`src/rtl/mode_unlock_det.sv`:
```
module mode_unlock_det #(
  parameter int ADDR_W = 22,
  parameter int DATA_W = 16,
  parameter int DENS_W = 2
) (
  input  logic              clk,
  input  logic              rst_n,
  input  logic              cyc_valid,
  input  logic              cyc_write,
  input  logic [ADDR_W-1:0] cyc_addr,
  input  logic [DATA_W-1:0] cyc_data,
  input  logic              cyc_cs_toggled,
  input  logic              cyc_oe_toggled,
  output logic [DENS_W-1:0] dens_q,
  output logic              page8_q,
  output logic              cfg_valid
);

  localparam logic [ADDR_W-1:0] TOP_ADDR = {ADDR_W{1'b1}};
  localparam int PAGE_BIT = DENS_W;

  typedef enum logic [2:0] {S_IDLE, S_RD1, S_RD2, S_WR1, S_LOCK} seq_e;

  seq_e       st_q, st_d;
  logic [1:0] run_q, run_d;
  logic       prog;

  wire at_top   = cyc_addr == TOP_ADDR;
  wire rd_ok    = cyc_cs_toggled & cyc_oe_toggled;
  wire word_ok  = cyc_data[PAGE_BIT] & (cyc_data[DATA_W-1:PAGE_BIT+1] == '0);
  wire top_rd   = cyc_valid & at_top & ~cyc_write;
  wire top_wr   = cyc_valid & at_top & cyc_write;

  always_comb begin
    st_d  = st_q;
    run_d = run_q;
    prog  = 1'b0;
    if (cyc_valid) begin
      if (!at_top) begin
        st_d  = S_IDLE;
        run_d = 2'd0;
      end else if (!cyc_write) begin
        if (run_q != 2'd3) run_d = run_q + 2'd1;
        if (run_q >= 2'd2) begin
          st_d = S_LOCK;
        end else begin
          unique case (st_q)
            S_IDLE:  st_d = rd_ok ? S_RD1 : S_IDLE;
            S_RD1:   st_d = rd_ok ? S_RD2 : S_IDLE;
            S_LOCK:  st_d = S_LOCK;
            default: st_d = S_IDLE;
          endcase
        end
      end else begin
        run_d = 2'd0;
        unique case (st_q)
          S_RD2:   st_d = (cyc_cs_toggled && cyc_data == '0) ? S_WR1 : S_IDLE;
          S_WR1: begin
            st_d = S_IDLE;
            prog = cyc_cs_toggled & word_ok;
          end
          S_LOCK:  st_d = S_LOCK;
          default: st_d = S_IDLE;
        endcase
      end
    end
  end

  always_ff @(posedge clk) begin
    if (!rst_n) begin
      st_q      <= S_IDLE;
      run_q     <= 2'd0;
      cfg_valid <= 1'b0;
    end else begin
      st_q  <= st_d;
      run_q <= run_d;
      if (prog) cfg_valid <= 1'b1;
    end
  end

  always_ff @(posedge clk) begin
    if (prog) begin
      dens_q  <= cyc_data[DENS_W-1:0];
      page8_q <= cyc_data[PAGE_BIT];
    end
  end

  p_valid_from_write_r2: assert property (@(posedge clk) disable iff (!rst_n)
    $rose(cfg_valid) |-> $past(top_wr));

  p_page_bit_r2: assert property (@(posedge clk) disable iff (!rst_n)
    cfg_valid |-> page8_q);

  p_bad_word_hold_r6: assert property (@(posedge clk) disable iff (!rst_n)
    (cfg_valid && top_wr && !word_ok) |=> $stable({dens_q, page8_q}));

  p_lock_sticky_r8: assert property (@(posedge clk) disable iff (!rst_n)
    (st_q == S_LOCK && cyc_valid && at_top) |=> (st_q == S_LOCK && $stable({dens_q, page8_q})));

  p_third_read_locks_r8: assert property (@(posedge clk) disable iff (!rst_n)
    (top_rd && run_q == 2'd2) |=> st_q == S_LOCK);

  p_other_addr_unlock_r9: assert property (@(posedge clk) disable iff (!rst_n)
    (cyc_valid && !at_top) |=> st_q == S_IDLE);

  p_idle_hold_r11: assert property (@(posedge clk) disable iff (!rst_n)
    (cfg_valid && !cyc_valid) |=> ($stable({dens_q, page8_q, cfg_valid}) && $stable(st_q)));

endmodule

```
`config.mk`:
```
export PLATFORM = sky130hd
export DESIGN_NAME = mode_unlock_det
export DESIGN_NICKNAME = d
export VERILOG_FILES = /design/src/rtl/mode_unlock_det.sv
export SDC_FILE = /design/constraint.sdc
export NUM_CORES = 1
export LEC_CHECK = 0
export BUFFER_PORTS_ARGS = -buffer_cell sky130_fd_sc_hd__buf_2
export CORE_MARGIN = 2
export CORE_UTILIZATION = 41
export DETAILED_ROUTE_END_ITERATION = 10
export PLACE_DENSITY = 0.82
export SYNTH_ARGS = -nofsm -noshare
export SYNTH_HDL_FRONTEND = slang
export SYNTH_SLANG_ARGS = --single-unit
```
`constraint.sdc`:
```
create_clock -name clk -period 4.6 [get_ports clk]
set_input_delay 0.23 -clock clk [delete_from_list [all_inputs] [get_ports clk]]
set_output_delay 0.23 -clock clk [all_outputs]
set_load 0.05 [all_outputs]
```
Word level (Yosys, flattened, before mapping). Cells that the tools add are included.

Mux-type cells: 15. $lt $le $gt $ge: 1. Bitwise logic cells: 3. Reduce and logical (&&, ||, !) cells: 5. Add/subtract/negate cells: 1. Equal/unequal tests: 7.

Operators with widths (count): 22-bit == test, second input constant (1); 16-bit logical NOT (1); 13-bit logical NOT (1); 2-bit 2-to-1 mux (5); 3-bit 2-to-1 mux (3); 3-bit case mux with 3 select lines (1); 3-bit by 2-bit == test with 1-bit output, second input constant (2); 3-bit case mux with 2 select lines (1); 1-bit 2-to-1 mux (5); 1-bit AND (3); 3-bit by 1-bit == test with 1-bit output, second input constant (1); 3-bit == test, second input constant (1); 3-bit logical NOT (1); 3-bit by 2-bit inequality test with 1-bit output, second input constant (1); 2-bit by 1-bit adder with 2-bit output, second input constant (1); 2-bit >= comparator, second input constant (1); 2-bit inequality test, second input constant (1); 2-bit AND reduction (1); 1-bit logical AND (1).

Output and inout port bits: 4. Register bits after elaboration: 9. Input bits: 44.

Logic depth before layout (Yosys ltp).
Depth after elaboration: 7. Depth in mapped cells: 6.

Worst setup path before layout. No wires, ideal clock.

Path kind: input -> register. From: in cyc_data[3]. To: reg dens_q[0] (enable). Arrival time: 1.623 ns. Stages: 3. Path slack: 2.634 ns. Path buffers: 0. Cell sequence: or4b_1 > or4_1 > nor4_2.

Cells in the longest elaborated chain, start to end: 7.

RTL lines: start: declaration (RTL line 11) `input logic [DATA_W-1:0] cyc_data,`; 13-bit logical NOT (RTL line 30) `wire word_ok = cyc_data[PAGE_BIT] & (cyc_data[DATA_W-1:PAGE_BIT+1] == '0);`; 1-bit AND (RTL line 30); 1-bit AND (RTL line 60) `prog = cyc_cs_toggled & word_ok;`; 1-bit 2-to-1 mux (RTL line 56) `unique case (st_q)`; 1-bit 2-to-1 mux (RTL line 42) `end else if (!cyc_write) begin`; 1-bit 2-to-1 mux (RTL line 39) `if (!at_top) begin`; 1-bit 2-to-1 mux (RTL line 38) `if (cyc_valid) begin`; net prog (RTL line 26) `logic prog;`; end signal: assignment (RTL line 83) `dens_q <= cyc_data[DENS_W-1:0];`; end: declaration (RTL line 14) `output logic [DENS_W-1:0] dens_q,`.

The timed path passes the listed nets, and every way through them passes these cells. A chain may end at the register's enable or synchronous reset.

Worst setup path after layout.
From: reg st_q[1]. To: reg dens_q[1] (enable).

Cells in the longest elaborated chain, start to end: 5.

RTL lines: start: declaration (RTL line 24) `seq_e st_q, st_d;`; start signal: assignment (RTL line 75) `st_q <= st_d;`; 3-bit by 2-bit == test with 1-bit output (RTL line 56); 1-bit 2-to-1 mux (RTL line 56); 1-bit 2-to-1 mux (RTL line 42); 1-bit 2-to-1 mux (RTL line 39); 1-bit 2-to-1 mux (RTL line 38); net prog (RTL line 26).

The timed path passes the listed nets, and every way through them passes these cells.

==> metrics.txt <==
Synth Register Bits=9; post-route ant nets=0; worst reg-to-reg setup slack=2.59 ns; Async SR Flop Fraction=0; clk slew on worst S/H paths=0.06 ns; Tmin final=2.01 ns; final setup TNS=0 ns; largest net degree at the start of global routing=9; Tot Pwr=0.178 mW; # rows=14; Post-synth EDFFs=3; io pins=48; Adder-Cell Fraction of Synth Area=0.0396; top_reg_cell synth=dfxtp_1; DR WL/cell=12.4 µm; Initial Util=0.429; Synth cell types=28; drc violations=0; via count=818; synthesized cell area=632 µm²; final worst-path cycle share=0.438; HP Class=input pin to flip-flop; proportion of layout cells with a drive suffix above 1=0.408; status=finished, final reports clean; CP Capture Type=flip-flop; routability cong.=0.791; CP Max Fanout=5; hold depth=1; layout net count=172; ANT cells=0; CTS tree=done; MaxCap Viol Count=0; area grow syn2layout=44.6%; First DRT Iteration DRCs=16; clk_lat worst skew=0.28 ns; unrepaired setup endpoints after global routing=no; clk sinks=9; largest family of logic cells by synthesized area=simple AND/OR/NAND/NOR gates; Die Wd=43.3 µm; Fmax=0.497 GHz; Post-Synth Simple-Gate Area=0.489; FILL cells=143; Post-CTS Resized=0; Startpoint Class=flip-flop; postcts setup bufs=0; cell count after synthesis=74; First-pass DRT Iterations=6; Avg Vias per Cell=5.80; Post-CTS Hold Buffers=0; Sw Share=0.260; worst path required time=4.54 ns; Yosys warning total=0; sequential cell area fraction in the yosys report=0.333; die height=43.3 µm; Least-Margin Pin Slew=0.921 ns; global-route wire length before repair=2.86 mm; final hold vios=0; sequential power share=0.459; die area=1870 µm²; CTS buffer count=3; Routed WL=1.74 mm; Setup Skew=0.00443 ns; min-delay src=cyc_data[0]; clock power share=0.375; Synth Net Count=120; Detailed Place HPWL=1.49 mm; worst r2r src=st_q[1]; multiplexer share of the synthesized area=0; reg-to-reg endpoint=dens_q[1]; Synth Area in Compound Gates=0.127; Worst Hold End=dens_q[0]; core area=1470 µm²; Critical Path Start=st_q[1]; critical path type=flip-flop to flip-flop; clk buf depth=2; PwrDens=195 nW/µm²; slew margin rel.=0.380; Post-Synth XOR/XNOR Area=0; number of buffers added on ports=47; H-tree Lvls=1; remaining global-route overflow=0; WP data arrival=1.95 ns; Worst R2R Path Depth=3; multi-input logic area=414 µm²; Leakage=0.365 nW; register area=210 µm²; maximum vdd ir drop=0.000137 V; Setup WS post-layout=2.59 ns; internal power=0.132 mW; Net Sw Power=0.0463 mW; final setup violation count=0; GRT Total Usage=0.200; initial antenna violation count=0; pre-CTS WS=2.43 ns; Mean Syn Cell Area=8.54 µm²; vias in the first global route=756; clock root buffer=clkbuf_4; Pins Over Slew Limit=0; Logic pwr share=0.166
## per-stage QoR
stage | instances | hold WS, ns | utilization | cell area (µm²)
floorplan | 74 | 0.329 | - | 632
global placement | 137 | 0.424 | 0.603 | 887
detailed placement | 137 | 0.428 | 0.603 | 887
CTS | 141 | 0.152 | 0.621 | 913
global route | 141 | 0.160 | 0.621 | 913
finish | 141 | 0.149 | 0.621 | 913
## registers in the layout, indices dropped and copies added, names as in the netlist
name and flops:
page8_q 1, st_q 3, dens_q 2, cfg_valid 1, run_q 2
## worst max-delay path by stage
stage | slack [ns] | end | depth (start not counted)
after floorplan | 2.63 | dens_q[0] | 3
after global placement | 2.50 | dens_q[0] | 4
after detailed placement | 2.43 | dens_q[0] | 4
after CTS | 2.57 | dens_q[0] | 3
after global routing | 2.53 | dens_q[1] | 3
final | 2.59 | dens_q[1] | 3
## cell usage after synthesis (all sizes together) (2+ instances only)
cell / n / area [µm²]
a21boi: 2 / 15.0
nand4: 11 / 68.8
nand3: 6 / 30.0
a32oi: 2 / 17.5
nor2: 6 / 22.5
nor4: 5 / 37.5
or4b: 4 / 40.0
or4: 3 / 22.5
nand2b: 3 / 18.8
nand2: 5 / 18.8
inv: 2 / 7.51
dfxtp: 6 / 120
ha: 2 / 25.0
edfxtp: 3 / 90.1
o21ai: 2 / 10.0
## critical path: stages (launching register included)
cell     delay, ns
dfxtp_1       0.39
or4b_1        0.43
or4_1         0.42
nor4_2        0.44
## kinds of logic after synthesis
| kind of cell | count (synthesis) |
|---|---|
| flops | 9 |
| simple gates | 50 |
| fa+ha+maj | 2 |
| buf+inv | 2 |
| compound gates | 11 |
## per-layer routing
layer	global-route usage	part of all wire
met1	0.214	0.40
met2	0.352	0.53
met3	0.0766	0.051
met4	0.0727	0.016
met5	0	0
## power groups by stage
stage	Combinational [mW]	Sequential, mW	Clock, mW
floorplan	0.00639	0.0838	0
CTS	0.0297	0.0819	0.0661
global placement	0.0285	0.0837	0
detailed placement	0.0295	0.0837	0
global route	0.0328	0.0819	0.0683
finish	0.0297	0.0819	0.0669
## cells in the final DEF, fill, tap and decap left out, drive strengths merged, types with 2 or more instances in the layout
cell type  Yosys  final
buf            0     47
dfxtp          6      6
or4            3      3
clkbuf         0      4
o21ai          2      2
nor4           5      5
ha             2      2
inv            2      2
or4b           4      4
a32oi          2      2
nand2b         3      3
nand4         11     11
nor2           6      6
nand2          5      5
edfxtp         3      3
nand3          6      6
a21boi         2      2
## area by class of cell
type | instances | area share
clock buffers | 4 | 0.0288
inverters | 2 | 0.00822
multi-input cells | 63 | 0.453
flip-flops and latches | 9 | 0.230
well taps | 16 | 0.0219
repair buffers | 47 | 0.258
Power figures use the tool's default switching activity.
